===== config.mk =====
export PLATFORM = sky130hd
export DESIGN_NAME = osd_vline_gen
export DESIGN_NICKNAME = d
export VERILOG_FILES = /design/src/rtl/osd_vl_pkg.sv /design/src/rtl/osd_fly_sync.sv /design/src/rtl/osd_vl_weight.sv /design/src/rtl/osd_vl_seq.sv /design/src/rtl/osd_vline_gen.sv
export SDC_FILE = /design/constraint.sdc
export NUM_CORES = 1
export LEC_CHECK = 0
export BUFFER_PORTS_ARGS = -buffer_cell sky130_fd_sc_hd__buf_2
export CAP_MARGIN = 20
export CORE_UTILIZATION = 56
export CTS_CLUSTER_DIAMETER = 200
export DETAILED_ROUTE_END_ITERATION = 12
export PLACE_DENSITY_LB_ADDON = 0.1
export SLEW_MARGIN = 20
export SYNTH_ARGS = -nofsm -noshare
export SYNTH_HDL_FRONTEND = slang
export SYNTH_SLANG_ARGS = --single-unit

===== constraint.sdc =====
create_clock -name clk -period 4.4 [get_ports clk]
set_input_delay 0.44 -clock clk [delete_from_list [all_inputs] [get_ports clk]]
set_output_delay 0.44 -clock clk [all_outputs]
set_load 0.005 [all_outputs]

===== src/rtl/osd_vl_pkg.sv =====
package osd_vl_pkg;

   typedef enum logic [1:0] {
      VS_IDLE  = 2'd0,
      VS_DELAY = 2'd1,
      VS_SHOW  = 2'd2
   } vseq_state_t;

   // number of extra emissions selected by the two coarse code bits
   function automatic int unsigned coarse_extra(input logic [1:0] c);
      case (c)
         2'b11:   return 3;
         2'b10:   return 2;
         default: return 1;
      endcase
   endfunction

endpackage


===== src/rtl/osd_fly_sync.sv =====
module osd_fly_sync #(
   parameter int STAGES = 2
) (
   input  logic clk,
   input  logic rst_n,
   input  logic din,
   output logic fall_o
);

   if (STAGES < 2) begin : g_bad_stages
      $error("osd_fly_sync: STAGES must be at least 2");
   end

   logic [STAGES-1:0] chain_q;
   logic              last_q;

   always_ff @(posedge clk or negedge rst_n) begin
      if (!rst_n) begin
         chain_q <= '0;
         last_q  <= 1'b0;
      end else begin
         chain_q <= {chain_q[STAGES-2:0], din};
         last_q  <= chain_q[STAGES-1];
      end
   end

   assign fall_o = last_q & ~chain_q[STAGES-1];

   // a detected edge lasts exactly one cycle
   a_r9_single_pulse: assert property (@(posedge clk) disable iff (!rst_n)
      fall_o |=> !fall_o);

endmodule


===== src/rtl/osd_vl_weight.sv =====
module osd_vl_weight #(
   parameter int LINE_W = 4,
   parameter int CODE_W = 6,
   parameter int REP_W  = 4
) (
   input  logic [LINE_W-1:0] line_i,
   input  logic [CODE_W-1:0] code_i,
   input  logic              tall_i,
   output logic [REP_W-1:0]  emit_o
);
   import osd_vl_pkg::*;

   if (CODE_W != LINE_W + 2) begin : g_bad_code
      $error("osd_vl_weight: CODE_W must equal LINE_W + 2");
   end

   logic [LINE_W-1:0] sel;

   // weight 2**k picks lines whose low (LINE_W-k) bits equal 2**(LINE_W-k-1)
   for (genvar k = 0; k < LINE_W; k++) begin : g_spread
      localparam int SW = LINE_W - k;
      localparam logic [SW-1:0] PAT = SW'(2 ** (SW - 1));
      assign sel[k] = code_i[k] && (line_i[SW-1:0] == PAT);
   end

   logic [REP_W-1:0] base;
   logic [REP_W-1:0] single;

   always_comb begin
      base   = REP_W'(coarse_extra(code_i[CODE_W-1:CODE_W-2]));
      single = REP_W'(1) + base + REP_W'($countones(sel));
      emit_o = tall_i ? (single << 1) : single;
   end

   // the spread patterns are disjoint, a line takes at most one weight
   always_comb begin
      a_r4_one_weight: assert ($countones(sel) <= 1);
   end

endmodule


===== src/rtl/osd_vl_seq.sv =====
module osd_vl_seq #(
   parameter int ROWS    = 10,
   parameter int LINES   = 16,
   parameter int START_W = 6,
   parameter int REP_W   = 4,
   parameter int ROW_W   = 4,
   parameter int LINE_W  = 4,
   parameter int DLY_W   = 8
) (
   input  logic               clk,
   input  logic               rst_n,
   input  logic               line_tick,
   input  logic               frame_start,
   input  logic [START_W-1:0] start_code,
   input  logic [REP_W-1:0]   emit_cnt,
   output logic [ROW_W-1:0]   row_q,
   output logic [LINE_W-1:0]  line_q,
   output logic               active
);
   import osd_vl_pkg::*;

   if (DLY_W != START_W + 2) begin : g_bad_dly
      $error("osd_vl_seq: DLY_W must equal START_W + 2");
   end

   vseq_state_t      st_q;
   logic [DLY_W-1:0] dly_q;
   logic [REP_W-1:0] rep_q;

   always_ff @(posedge clk or negedge rst_n) begin
      if (!rst_n) begin
         st_q   <= VS_IDLE;
         dly_q  <= '0;
         rep_q  <= '0;
         row_q  <= '0;
         line_q <= '0;
      end else if (frame_start) begin
         st_q   <= VS_DELAY;
         dly_q  <= {start_code, 2'b00} + DLY_W'(1);
         rep_q  <= '0;
         row_q  <= '0;
         line_q <= '0;
      end else if (line_tick) begin
         case (st_q)
            VS_DELAY: begin
               dly_q <= dly_q - DLY_W'(1);
               if (dly_q == DLY_W'(1)) st_q <= VS_SHOW;
            end
            VS_SHOW: begin
               if (rep_q + REP_W'(1) == emit_cnt) begin
                  rep_q <= '0;
                  if (line_q == LINE_W'(LINES - 1)) begin
                     line_q <= '0;
                     if (row_q == ROW_W'(ROWS - 1)) begin
                        row_q <= '0;
                        st_q  <= VS_IDLE;
                     end else begin
                        row_q <= row_q + ROW_W'(1);
                     end
                  end else begin
                     line_q <= line_q + LINE_W'(1);
                  end
               end else begin
                  rep_q <= rep_q + REP_W'(1);
               end
            end
            default: ;
         endcase
      end
   end

   assign active = (st_q == VS_SHOW);

   // the active flag rises only on a line edge that ends the delay
   a_r2_rise_at_delay_end: assert property (@(posedge clk) disable iff (!rst_n)
      $rose(active) |-> ($past(line_tick) && $past(dly_q) == DLY_W'(1)
                         && row_q == '0 && line_q == '0));

   // a wrap of the glyph line steps the row
   a_r6_row_step: assert property (@(posedge clk) disable iff (!rst_n)
      (active && $past(active) && line_q == '0 && $past(line_q) != '0)
      |-> row_q == $past(row_q) + ROW_W'(1));

   // the flag only falls after the last line of the last row, or on restart
   a_r7_end_of_frame: assert property (@(posedge clk) disable iff (!rst_n)
      ($fell(active) && !$past(frame_start))
      |-> ($past(row_q) == ROW_W'(ROWS - 1) && $past(line_q) == LINE_W'(LINES - 1)));

   // once finished, the sequencer waits for a new frame
   a_r7_stay_idle: assert property (@(posedge clk) disable iff (!rst_n)
      (st_q == VS_IDLE && !frame_start) |=> st_q == VS_IDLE);

   // a frame start clears the visible state in the next cycle
   a_r8_restart: assert property (@(posedge clk) disable iff (!rst_n)
      frame_start |=> (!active && row_q == '0 && line_q == '0));

   // without an edge the outputs hold
   a_r9_hold: assert property (@(posedge clk) disable iff (!rst_n)
      (!line_tick && !frame_start) |=> $stable({active, row_q, line_q}));

endmodule


===== src/rtl/osd_vline_gen.sv =====
module osd_vline_gen #(
   parameter int ROWS        = 10,
   parameter int LINES       = 16,
   parameter int START_W     = 6,
   parameter int CODE_W      = 6,
   parameter int SYNC_STAGES = 2
) (
   input  logic                       clk,
   input  logic                       rst_n,
   input  logic                       hfly_i,
   input  logic                       vfly_i,
   input  logic [START_W-1:0]         vstart_i,
   input  logic [CODE_W-1:0]          hcode_i,
   input  logic [ROWS-1:0]            tall_rows_i,
   output logic [$clog2(ROWS)-1:0]    row_o,
   output logic [$clog2(LINES)-1:0]   gline_o,
   output logic                       vact_o
);

   localparam int ROW_W    = $clog2(ROWS);
   localparam int LINE_W   = $clog2(LINES);
   localparam int DLY_W    = START_W + 2;
   localparam int MAX_EMIT = (1 + 3 + 1) * 2;
   localparam int REP_W    = $clog2(MAX_EMIT + 1);

   if ((1 << LINE_W) != LINES) begin : g_bad_lines
      $error("osd_vline_gen: LINES must be a power of two");
   end
   if (CODE_W != LINE_W + 2) begin : g_bad_code
      $error("osd_vline_gen: CODE_W must equal log2(LINES) + 2");
   end

   logic             h_fall;
   logic             v_fall;
   logic [REP_W-1:0] emit_cnt;
   logic             row_tall;

   osd_fly_sync #(.STAGES(SYNC_STAGES)) u_hsync (
      .clk   (clk),
      .rst_n (rst_n),
      .din   (hfly_i),
      .fall_o(h_fall)
   );

   osd_fly_sync #(.STAGES(SYNC_STAGES)) u_vsync (
      .clk   (clk),
      .rst_n (rst_n),
      .din   (vfly_i),
      .fall_o(v_fall)
   );

   assign row_tall = tall_rows_i[row_o];

   osd_vl_weight #(
      .LINE_W(LINE_W),
      .CODE_W(CODE_W),
      .REP_W (REP_W)
   ) u_weight (
      .line_i(gline_o),
      .code_i(hcode_i),
      .tall_i(row_tall),
      .emit_o(emit_cnt)
   );

   osd_vl_seq #(
      .ROWS   (ROWS),
      .LINES  (LINES),
      .START_W(START_W),
      .REP_W  (REP_W),
      .ROW_W  (ROW_W),
      .LINE_W (LINE_W),
      .DLY_W  (DLY_W)
   ) u_seq (
      .clk        (clk),
      .rst_n      (rst_n),
      .line_tick  (h_fall),
      .frame_start(v_fall),
      .start_code (vstart_i),
      .emit_cnt   (emit_cnt),
      .row_q      (row_o),
      .line_q     (gline_o),
      .active     (vact_o)
   );

   // a tall row always has an even emission count
   a_r5_tall_even: assert property (@(posedge clk) disable iff (!rst_n)
      (vact_o && row_tall) |-> !emit_cnt[0]);

   // every line is emitted at least twice
   a_r3_min_emit: assert property (@(posedge clk) disable iff (!rst_n)
      vact_o |-> emit_cnt >= REP_W'(2));

endmodule


==> results of run 1 <==
==> metal layers <==
layer / up-vias / global-route usage, % / routed length, µm
met5: - / 0 / 0
met4: 0 / 4.762 / 15
met3: 2 / 1.863 / 85
met2: 27 / 37.94 / 1820
met1: 775 / 27.53 / 1707
li1: 828 / - / -
==> sequential cells by signal (all words and copies together), names as in the netlist <==
| name | count |
|---|---|
| u_seq.dly_q | 8 |
| u_seq.line_q | 4 |
| u_seq.rep_q | 4 |
| u_seq.row_q | 4 |
| u_hsync.chain_q | 2 |
| u_seq.st_q | 2 |
| u_vsync.chain_q | 2 |
| u_hsync.last_q | 1 |
| u_vsync.last_q | 1 |
==> synthesized netlist by cell type (all sizes together) (2+ instances only) <==
master / count
a21oi: 8
a22o: 2
and2: 4
and3: 6
and4b: 2
buf: 5
clkbuf: 8
dfrtp: 28
fa: 3
ha: 13
inv: 13
mux2i: 8
nand2: 24
nand2b: 3
nand3: 5
nand3b: 3
nand4: 3
nor2: 13
nor2b: 4
nor3: 6
nor4: 5
nor4b: 2
o21ai: 11
o2bb2ai: 2
o311a: 2
or2: 2
or3: 2
xnor2: 9
xor2: 5
==> worst max path at each step <==
stage	start	end	slack, ns	cells past startpoint
floorplan	u_seq.line_q[0]	u_seq.row_q[2]	0.54	14
global placement	u_seq.line_q[0]	u_seq.line_q[1]	0.25	14
detailed placement	u_seq.line_q[0]	u_seq.line_q[1]	0.18	14
CTS	u_seq.line_q[0]	u_seq.line_q[1]	0.13	14
global route	u_seq.line_q[1]	u_seq.row_q[2]	0.02	14
finish	u_seq.line_q[1]	u_seq.row_q[2]	0.32	14
==> power breakdown <==
part	internal [W]	leakage (nW)	switching, W
registers	0.000290	0.355	0.0000254
clock network	0.0000506	0.0210	0.0000720
logic	0.0000838	0.680	0.0000998
total	0.000424	1.06	0.000197
==> timing repair <==
action	4_1_cts	5_1_grt
endpoints found under the setup margin	0	9
buffers inserted	0	2
gates resized for setup	0	4
endpoints found under the hold margin	0	0
==> kinds of logic (layout without fill, tap and decap cells) <==
kind of cell | count (synthesis) | in the layout | share of synthesized area [%]
and+or+nand+nor | 88 | 88 | 24.02
AOI/OAI and AO/OA | 35 | 35 | 11.95
DFF | 28 | 28 | 34.85
buffers and inverters | 26 | 55 | 5.227
adders and majority gates | 16 | 16 | 11.08
xor gates and xnor gates | 15 | 15 | 7.218
muxes | 10 | 10 | 5.663
==> layout make-up <==
cell class,count,area share (%)
Clock buffer,4,1.601
Inverter,13,2.154
Timing Repair Buffer,38,8.835
Multi-Input combinational cell,164,53.89
Tap cell,46,2.540
Sequential cell,28,30.98
==> per-stage QoR <==
step / area [µm²] / instances / hold slack (ns)
2_1_floorplan: 2011 / 218 / 0.1444
3_5_place_dp: 2197 / 287 / 0.3372
6_report: 2266 / 293 / 0.1023
4_1_cts: 2233 / 291 / 0.1124
5_1_grt: 2266 / 293 / 0.1309
3_3_place_gp: 2197 / 287 / 0.3339
==> cells in the final DEF, fill, tap and decap left out, types with 3 or more instances in the layout <==
| master | count |
|---|---|
| buf_2 | 34 |
| dfrtp_1 | 27 |
| nand2_1 | 24 |
| inv_1 | 13 |
| ha_1 | 13 |
| nor2_1 | 12 |
| o21ai_0 | 11 |
| xnor2_1 | 9 |
| mux2i_1 | 8 |
| a21oi_1 | 8 |
| and3_1 | 6 |
| nor4_1 | 5 |
| xor2_1 | 5 |
| nand3_1 | 5 |
| nor3_1 | 5 |
| and2_1 | 4 |
| nor2b_1 | 4 |
| buf_4 | 4 |
| nand2b_1 | 3 |
| nand4_1 | 3 |
| nand3b_1 | 3 |
| clkbuf_4 | 3 |
==> impl.org, run 1 <==
** Final layout
- The sequential cells in the finished layout cover a total of 701.9 µm².
- Number of filler cells placed in the layout :: 282
- The net count of the finished layout is 290.
- The repair_antennas step left the layout with diodes totalling 0.
- The multi-input combinational cells in the finished layout cover a total of 1221 µm².
- Share of post-route cells with drive strength above 1 :: 21.86%
- Measured on the finished design, the core utilization comes to 66.85%.
- Area grow syn2layout :: 12.69%

** Clock network
- Clock buffer depth :: 2
- Hold repair after CTS inserted 0 buffers.
- Buffers inserted during clock tree synthesis total 3.
- CTS tree :: yes
- Insertion delay to the later sink of the worst-skew pair :: 0.32 ns
- CTS sink cnt :: 28
- CTS placed an instance of clkbuf_4 at the clock tree root.
- Clock-pin slew of the registers on the worst-case setup and hold paths :: 0.14 ns
- H-tree lvl count :: 1

** Floorplan
- Die extent in x :: 61.92 µm
- Once the floorplan was initialized, standard cells occupied 59.32% of the core.
- Number of I/O pins :: 35
- Die height :: 61.92 µm
- The floorplan step defined a die boundary enclosing 3834 µm².
- Area of the core :: 3390 µm²
- Number of standard-cell rows in the floorplan :: 21

** Placed design
- Prior to clock tree synthesis, the placed netlist has a worst setup slack of 0.1780 ns.
- Placer's final routability congestion estimate :: 0.7696
- Number of input and output port buffers inserted :: 34
- Final HPWL DP :: 2782 µm

** Run
- Max-cap violations in this run came to 0.

** Pwr
- Standby leakage power :: 1.056 nW
- Tot Pwr :: 0.0006214 W
- Dividing total power by cell area gives a power density of 274.2 nW/µm².
- VDD IR-drop max :: 238.9 µV

** Timing
- The worst path in the final design needs a cycle of 4.084 ns, including I/O delays and setup.
- Headroom to the max-slew limit came out at 59.67%.
- Clock skew on the completed layout was measured at 0.004749 ns.
- The worst path meets setup with 0.3162 ns of slack.
- The final-report max-slew violation count was 0.
- Setup violations remaining at the end of the flow were counted as 0.
- Of the available clock period, the critical path in the final layout requires 92.81%.
- At the pin with the least slew margin, the transition time is 0.6050 ns.
- Setup repair after global routing left no endpoint under its margin.
- Achievable clock frequency :: 244.9 MHz
- Post-Route Setup TNS :: 0 ns
- Final number of hold-violating endpoints :: 0

** Setup path
- The kind of cell with the highest combined delay along the critical path is adder cells.
- R2R setup slack :: 0.32 ns
- Reg-to-Reg End :: u_seq.row_q[2]
- Maximum fanout along the worst path :: 6
- The critical path is of the register to register type.
- Among the stages of the critical path, the cell type that occurs most often is ha_1.
- Kind of start point of the critical path :: register
- Data required time at the worst endpoint :: 4.65 ns
- Data arrival, critical path :: 4.34 ns
- Together, buffers and inverters on the worst path number 2.
- Type of destination of the critical path :: register
- In this design, the stage delay of the slowest critical-path cell is 0.59 ns.
- Measured in cells, the most critical reg-to-reg path has a length of 14.
- In this run the critical register-to-register path is launched from u_seq.line_q[1].
- For this design, the slowest cell found on the critical path is fa_2.
- Traced cell by cell, the critical path runs through inv_1, ha_1, and4b_1, ha_1, fa_1, ha_1, fa_2, nor2_1, a22o_1, a2111oi_2, nand4_1, buf_4, nor4b_4, mux2i_1.

** Yosys
- Most instantiated flip-flop cell in the synthesis netlist :: dfrtp_1
- Gate Count Post-Synth :: 218
- Fraction of synthesis flops using an asynchronous set or reset pin :: 100.0%
- Area share of the largest cell type after synthesis :: 34.85%
- The cell area that synthesis handed to floorplanning was 2011 µm².
- Synth Warn # :: 0
- Number of distinct standard cells referenced by the synthesized netlist :: 51
- A synthesized cell averages 9.223 µm².
- Summing the sequential cell areas from Yosys gives 34.85% of the chip area.
- The number of nets handed over by synthesis was 260.
- In this run, synthesis inferred 0 flip-flops with an integrated enable.
- The synthesized design spends more area on one cell type than any other, namely dfrtp_1.
- After synthesis the netlist holds a flip-flop and latch count of 28.
- Yosys attributes the largest share of cell area to dfrtp_1, ha_1, nand2_1.

** Route
- The detail route stage leaves a number of antenna-violating nets equal to 0.
- Initial DRT Pass Iterations :: 4
- Number of vias per cell :: 5.570
- After detailed routing, the total wire length is 3629 µm.
- Remaining routing DRC violations :: 0
- Starting DRT DRC Count :: 70
- The detailed router placed 1,632 vias in this run.
- In the final routed layout, each cell accounts on average for 12.39 µm.

** Global routing
- Overflow left after global routing :: 0
- The number of global-route vias before repair is 1,404.
- The first global-routing pass estimated 5996 µm of wire.
- Entering global routing, the biggest net connects 29 pins.
- Global-route usage over all layers :: 21.05%
- The initial antenna violation count came to 0.

** Min path
- The min-delay analysis places its worst path in the category input port to asynchronous set/reset pin.

** Status
- The flow ran to the end, and the final reports show no timing, DRC or antenna violations.
Note: power is estimated with default switching activity, not from simulation.
==> run 2: changes to the inputs <==
Settings changed: ABC_AREA set to 1, SKIP_CTS_REPAIR_TIMING set to 1.
==> run 2 against run 1 <==
Flip-flop and latch count is the same. Sequential power grew 29%. Clock power is essentially flat. First-iteration DRC count grew 26%. Critical endpoint is now u_seq.row_q[3].
==> impl.org, run 2 <==
** Timing
- Final worst clock skew :: 0.003892 ns (-0.0008572 ns)
- The count of final setup violators was 0 (unchanged).
- Number of max-slew violations in the final report :: 0 (unchanged)
- Post-route minimum period :: 3.288 ns (-0.7959 ns)
- Slew at the pin with the worst max-slew slack :: 0.8402 ns (+0.2352 ns)
- Final number of hold-violating endpoints :: 0 (unchanged)
- The upper clock frequency limit was 304.1 MHz (+24%).
- Post-Route Setup TNS :: 0 ns (unchanged)
- The part of the cycle the worst path needs is 74.72% (-18 points).
- The worst-case headroom to the max-slew limit came to 43.78% (-16 points).
- Unrepaired setup endpoints after global routing :: false

** Clock network
- CTS sink cnt :: 28 (unchanged)
- TritonCTS built the clock tree.
- Buffer cell driving the clock tree root :: clkbuf_4
- The maximum root-to-sink buffer count is 2 (unchanged).
- H-tree lvl count :: 1 (unchanged)
- The later-pin clock latency in the skew report came to 0.32 ns (about the same).
- Inserted Clock Buffers :: 3 (unchanged)
- The clock slew seen by the registers of the worst setup and hold paths came to 0.14 ns (about the same).

** Yosys
- Gate Count Post-Synth :: 248 (+14%)
- The largest total area in the synthesized netlist belongs to dfrtp_1.
- The total nets after synthesis came to 290 (+12%).
- Most instantiated library cell after synthesis :: nand2_1
- The proportion of netlist area held by the largest area contributor came to 35.65% (+0.80 points).
- The share of flip-flops with an asynchronous set or reset after synthesis was 100.0% (unchanged).
- Flip-flop and latch count after synthesis :: 28 (unchanged)
- The count of synthesis-stage warnings from yosys is 0 (unchanged).
- The sequential share of the synthesized area was 35.65% (+0.80 points).
- The number of unique standard cell types used by synthesis is 39 (-24%).
- The synthesized area is 1966 µm² (-2.2%).
- Synthesized area divided by synthesized cell count :: 7.926 µm² (-14%)
- Most instantiated flip-flop cell in the synthesis netlist :: dfrtp_1
- The count of flip-flops with a built-in enable after synthesis came to 0 (unchanged).
- By area the synthesized netlist is led by dfrtp_1, nand2_1, ha_1.
- Ranked by instance count, the synthesized netlist is headed by nand2_1, inv_1, nand3_1, dfrtp_1, nor2_1.

** Setup path
- The worst setup path is of the register to register kind.
- Data arrival, critical path :: 3.51 ns (-0.83 ns)
- In this run the worst setup path terminates at u_seq.row_q[3].
- The required time of the critical path came to 4.62 ns (-0.03 ns).
- Launch instance of the worst register-to-register path :: u_seq.line_q[0]
- Maximum fanout along the worst path :: 8 (+2)
- The setup slack on the worst flop-to-flop path was 1.11 ns (+0.80 ns).
- The worst reg2reg path depth is 18 (+4).
- STA classifies the critical path startpoint as a register.
- In this run the critical register-to-register path is captured at u_seq.row_q[3].
- Tracing the worst setup path back leads to its startpoint at u_seq.line_q[0].
- STA classifies the critical path endpoint as a register.

** Global routing
- First-pass GRT wire length :: 5816 µm (-3.0%)
- Overflow left after global routing :: 0 (unchanged)
- The number of global-route vias before repair was 1,420 (+1.1%).
- Global-route usage over all layers :: 20.57% (-0.47 points)
- Maximum number of pins on one net before global-route repair :: 29 (unchanged)
- Number of antenna violations at the first check in global routing :: 0 (unchanged)

** Route
- The DRC violations left came to 0 (unchanged).
- Number of vias per cell :: 5.226 (-6.2%)
- Detailed-route via count :: 1,714 (+5.0%)
- Wirelength, routed :: 3682 µm (+1.5%)
- The first-pass iteration count of the detailed router is 4 (unchanged).
- The average detailed-routed wire length per instance is 11.23 µm (-9.4%).
- The number of nets still failing antenna checks after routing was 0 (unchanged).
- The violation count after the first detailed-routing iteration is 88 (+26%).

** Status
- Run status :: finished clean

** Floorplan
- The width of the die was 61.25 µm (-1.1%).
- The y dimension of the die was 61.25 µm (-1.1%).
- The effective utilization at floorplan was 58.91% (-0.42 points).
- The cell row count came to 21 (unchanged).
- Die area :: 3751 µm² (-2.2%)
- The floorplan core area came to 3337 µm² (-1.6%).
- Number of I/O pins :: 35 (unchanged)

** Final layout
- Area of the multi-input gates :: 1084 µm² (-11%)
- Area grow syn2layout :: 12.29%
- Net count reported at finish :: 325 (+12%)
- Top reg by flops :: u_seq.dly_q
- The layout filler cell count came to 328 (+16%).
- Combined flip-flop and latch cell area :: 700.7 µm² (-0.18%)
- The top cell types in the final layout, fill and taps aside, are nand2_1, buf_2, inv_1.
- The fraction of final layout cells sized beyond drive strength 1 was 20.92% (-0.94 points).
- The library cell used most frequently in the layout, excluding fill and tap cells, is nand2_1.
- The antenna diode instance count was 0 (unchanged).
- Flip-flop count of the largest register after layout :: 8 (unchanged)

** Pwr
- The cell area power density was 469.5 nW/µm² (+71%).
- The worst vdd rail ir drop was 233.1 µV (-2.5%).
- Tot Pwr :: 0.001036 W (+67%)
- The standby leakage power was 1.138 nW (+7.7%).

** Min path
- The min-delay analysis places its worst path in the category input port to asynchronous set/reset pin.

** Placed design
- Number of input and output port buffers inserted :: 34 (unchanged)
- The placed wire-length estimate after detailed placement is 2774 µm (-0.28%).
- The placer congestion estimate was 0.7364 (-4.3%).

** Run
- The count of maximum capacitance violations is 0 (unchanged).
-- run 2: cell types whose count changed in the layout (fill, tap and decap cells not counted), moves of 5 or more --
| cell | change |
|---|---|
| nand2_1 | +30 |
| and3_1 | -5 |
| o21ai_1 | +13 |
| mux2i_1 | -8 |
| a21oi_1 | -5 |
| inv_2 | +6 |
| xnor2_1 | -7 |
| inv_1 | +20 |
| nand3_1 | +24 |
| o21ai_0 | -6 |
-- run 2: cell families (layout without fill, tap and decap cells) --
| logic type | count (synthesis) | in the layout | share of synthesized area [%] |
|---|---|---|---|
| and+or+nand+nor | 119 | 119 | 29.66 |
| buffers and inverters | 45 | 79 | 9.230 |
| AOI/OAI and AO/OA | 34 | 34 | 11.46 |
| DFF | 28 | 28 | 35.65 |
| adders and majority gates | 16 | 16 | 11.33 |
| xor gates and xnor gates | 6 | 6 | 2.673 |
-- run 2: stage by stage --
stage                     hold WS (ns)  instances  utilization (%)  worst slack, ns  cell area (µm²)
after floorplan                 0.1444        248                -            1.342             1966
after global placement          0.3316        324            65.05            1.227             2171
after detailed placement        0.3410        324            65.05            1.131             2171
after CTS                       0.1170        328            66.14            1.111             2207
after global routing            0.1448        328            66.14           0.8505             2207
final                           0.1043        328            66.14            1.112             2207
-- run 2: worst max-delay path, cell delays in order, from the launching register on --
cell     delay (ns)
dfrtp_1        0.45
inv_1          0.11
ha_1           0.16
nand2_1        0.06
nor3b_1        0.19
ha_1           0.20
fa_1           0.42
ha_1           0.22
fa_1           0.48
inv_1          0.08
nand3_1        0.07
nand3_1        0.09
nand2_1        0.05
nor2_1         0.12
nand2_2        0.10
nand2_4        0.11
nand3_4        0.12
nand2_1        0.09
o21ai_1        0.06
-- run 2: worst min-delay path by stage --
stage | depth (start not counted) | startpoint | slack (ns) | endpoint
finish | 1 | rst_n | 0.10 | u_hsync.chain_q[0]
global placement | 0 | u_hsync.chain_q[0] | 0.33 | u_hsync.chain_q[1]
global route | 1 | rst_n | 0.14 | u_seq.st_q[1]
CTS | 1 | rst_n | 0.12 | u_hsync.chain_q[0]
detailed placement | 0 | u_vsync.chain_q[0] | 0.34 | u_vsync.chain_q[1]
floorplan | 0 | rst_n | 0.14 | u_hsync.chain_q[0]
-- run 2: layout make-up --
class                           instances  share of cell area, %
Multi-Input combinational cell        175                  49.09
Sequential cell                        28                  31.75
Timing Repair Buffer                   34                  7.710
Inverter                               41                  7.200
Tap cell                               46                  2.608
Clock buffer                            4                  1.644
-- run 2: routing by layer --
layer  up-vias  GRT usage (%)  wire length, µm
li1        878              -                -
met1       805          27.42             1820
met2        27          35.56             1738
met3         4          1.261               85
met4         0          7.468               38
met5         -              0                0
-- run 2: power breakdown --
group | internal (W) | switching [W]
Combinational | 0.000207 | 0.000303
Sequential | 0.000323 | 0.0000823
Clock | 0.0000506 | 0.0000702
==> run 3: changes to the inputs <==
Settings changed: CORE_UTILIZATION 56 to 50.
Clock period 4.4 ns to 2.7 ns, I/O delays scaled along.
==> run 3 against run 2 <==
The run now ends with hold timing, setup timing left. Total power increased by 90%. Die area is 12% higher. Clock power rose to 2.7 times the previous value. Highest routed layer unchanged.
==> impl.org, run 3 (synthesized netlist as in run 2, its figures left out) <==
** Status
- The flow ran to the end, but the final reports show violations.
- The checks that failed: hold timing, setup timing.

** Floorplan
- Number of standard-cell rows in the floorplan :: 22 (+4.8%)
- The width of the die is 64.70 µm (+5.6%).
- The die footprint came to 4186 µm² (+12%).
- The effective utilization at floorplan came to 52.90% (-6.0 points).
- The y dimension of the die came to 64.70 µm (+5.6%).
- The floorplan core area came to 3716 µm² (+11%).
- Number of I/O pins :: 35 (unchanged)

** Timing
- The worst-case headroom to the max-slew limit is 59.32% (+16 points).
- Number of max-slew violations in the final report :: 0 (unchanged)
- Share of the cycle needed by the critical path after routing :: 116.4% (+42 points)
- The final hold violation count was 16 (+16).
- Hold Worst Slack :: -0.006073 ns (-0.1104 ns)
- The clock skew after layout came to 0.004969 ns (+0.001077 ns).
- The post-route worst setup slack was -0.4422 ns (-1.554 ns).
- Post-route minimum period :: 3.142 ns (-0.1457 ns)
- Achievable clock frequency :: 318.2 MHz (+4.6%)
- Final number of setup-violating endpoints :: 14 (+14)
- Slew at the pin with the worst max-slew slack :: 0.6101 ns (-0.2300 ns)
- Setup repair after global routing could not meet its margin everywhere.

** Final layout
- Share of post-route cells with drive strength above 1 :: 29.90% (+9.0 points)
- Ranked by flip-flop count, first place goes to u_seq.dly_q.
- The final-stage net count is 334 (+2.8%).
- Leaving out fill and tap cells, the most frequent cell in the layout is nand2_1.
- Flip-flop count of the largest register after layout :: 8 (unchanged)
- Top library cells by usage in the layout, fill and taps aside :: nand2_1, buf_2, inv_1
- The antenna diode instance count came to 0 (unchanged).
- Area grow syn2layout :: 22.47%
- The final core utilization came to 64.78% (-1.4 points).

** Global routing
- The total grt overflow came to 0 (unchanged).
- Via count of the first global-routing pass :: 1,513 (+6.5%)
- Maximum number of pins on one net before global-route repair :: 29 (unchanged)
- The initial antenna violation count came to 0 (unchanged).
- Global-route usage over all layers :: 19.58% (-0.99 points)
- The wire length of the first global-routing pass is 6499 µm (+12%).

** Route
- The violation count after the first detailed-routing iteration was 70 (-20%).
- The DRC violations left was 0 (unchanged).
- The number of nets still failing antenna checks after routing is 0 (unchanged).
- Detailed-route via count :: 1,720 (+0.35%)
- The via density per instance came to 5.074 (-2.9%).
- Average routed wire per standard cell :: 11.32 µm (+0.83%)
- Wirelength, routed :: 3837 µm (+4.2%)
- Initial DRT Pass Iterations :: 4 (unchanged)

** Pwr
- The power share of the combinational group came to 50.6% (+1.3 points).
- The share of power burned in registers was 32.9% (-6.2 points).
- Cell Int Power :: 0.001160 W (+100%)
- The fraction of power spent switching nets was 41.06% (-2.9 points).
- The cell area power density was 817.5 nW/µm² (+74%).
- Tot Pwr :: 0.001968 W (+90%)
- VDD IR-drop max :: 458.5 µV (+97%)
- Standby leakage power :: 1.209 nW (+6.2%)
- Clock group share of total power :: 16.5% (+4.8 points)
- The switching power came to 0.0008082 W (+77%).

** Min path
- The worst hold path belongs to the class input port to asynchronous set/reset pin.

** Setup path
- The delay contributed by the slowest stage of the critical path is 0.49 ns (about the same).
- Critical path, cell by cell :: inv_2, ha_4, nand2_4, nor3b_4, ha_4, fa_1, ha_4, fa_1, inv_1, nand3_2, nand3_2, nand2_1, nor2_1, nand2_2, buf_4, nand3_2, nand3_2, nand2_1, nand2_1
- R2R setup slack :: -0.44 ns (-1.55 ns)
- The required time of the critical path is 2.86 ns (-1.76 ns).
- Critical-path cell with the highest stage delay :: fa_1
- The largest fanout on the critical path came to 3 (-5).
- The arrival time at the worst endpoint is 3.30 ns (-0.21 ns).
- The endpoint identified for the worst register-to-register timing path is u_seq.st_q[0].
- CP Depth :: 19 (+1)
- Most numerous cell on the critical path :: nand3_2
- Type of destination of the critical path :: register
- The worst setup path is of the register to register kind.
- The buffers plus inverters on the worst setup path came to 3 (+1).
- Kind of start point of the critical path :: register
- Critical path's top delay family :: adder cells
- Number of cells traversed by the worst register-to-register path :: 19 (+1)
- The worst register-to-register path begins at u_seq.line_q[1].

** Clock network
- The maximum root-to-sink buffer count came to 2 (unchanged).
- The later-pin clock latency in the skew report was 0.27 ns (-0.05 ns).
- H-tree lvl count :: 1 (unchanged)
- CTS sink cnt :: 28 (unchanged)
- TritonCTS built the clock tree.
- Inserted Clock Buffers :: 3 (unchanged)
- The cell sitting at the root of the clock tree is a clkbuf_8.
- The clock slew seen by the registers of the worst setup and hold paths came to 0.09 ns (-0.05 ns).

** Placed design
- Number of input and output port buffers inserted :: 34 (unchanged)
- Placer's final routability congestion estimate :: 0.7664 (+4.1%)
- The placed wire-length estimate after detailed placement came to 2876 µm (+3.7%).

** Run
- The count of maximum capacitance violations was 0 (unchanged).
run 3: changes by cell type in the layout (fill, tap and decap cells not counted), moves of 3 or more:
cell	before	now
buf_4	0	9
inv_1	33	29
inv_2	6	10
nand2_1	54	50
nand3_1	29	25
nand3_2	2	6
clkbuf_4	3	0
ha_1	13	10
ha_4	0	3
nand2_2	1	4
run 3: metal layers:
metal	global-route usage (%)	up-vias	part of all wire (%)
li1	-	897	-
met1	26.65	791	48
met2	32.55	27	48
met3	1.585	5	1.9
met4	6.667	0	1.3
met5	0	-	0
run 3: how the worst max path moves through the flow:
stage               startpoint        endpoint
2_1_floorplan  u_seq.line_q[0]  u_seq.row_q[1]
3_3_place_gp   u_seq.line_q[1]  u_seq.row_q[0]
3_5_place_dp   u_seq.line_q[1]  u_seq.row_q[0]
4_1_cts        u_seq.line_q[1]  u_seq.row_q[0]
5_1_grt        u_seq.line_q[1]  u_seq.row_q[2]
6_report       u_seq.line_q[1]   u_seq.st_q[0]
run 3: stage by stage:
stage                     hold WS (ns)  instance area, µm²  setup slack [ns]  TNS [ns]  instances
after floorplan               -0.02559                2016           -0.3199    -3.443        248
after global placement          0.3164                2276           -0.3290    -3.958        333
after detailed placement        0.3174                2276           -0.4193    -5.092        333
after CTS                      0.01250                2347           -0.4114    -5.047        337
after global routing           0.04942                2407           -0.6320    -7.750        339
final                        -0.006073                2407           -0.4422    -5.351        339
run 3: power groups by stage:
stage / clock, W / combinational, W / sequential, W
after floorplan: 0 / 0.000708 / 0.000630
after CTS: 0.000333 / 0.000940 / 0.000643
final: 0.000325 / 0.000995 / 0.000648
after global routing: 0.000349 / 0.00113 / 0.000663
after global placement: 0 / 0.000925 / 0.000647
after detailed placement: 0 / 0.000931 / 0.000651
run 3: layout make-up:
| type | instances | area [µm²] |
|---|---|---|
| clock buffer | 3 | 41.29 |
| clock inverter | 1 | 30.03 |
| fill | 345 | 1309 |
| inverter | 41 | 158.9 |
| multi-input combinational | 175 | 1179 |
| sequential | 28 | 700.7 |
| tap | 48 | 60.06 |
| timing repair buffer | 43 | 237.7 |
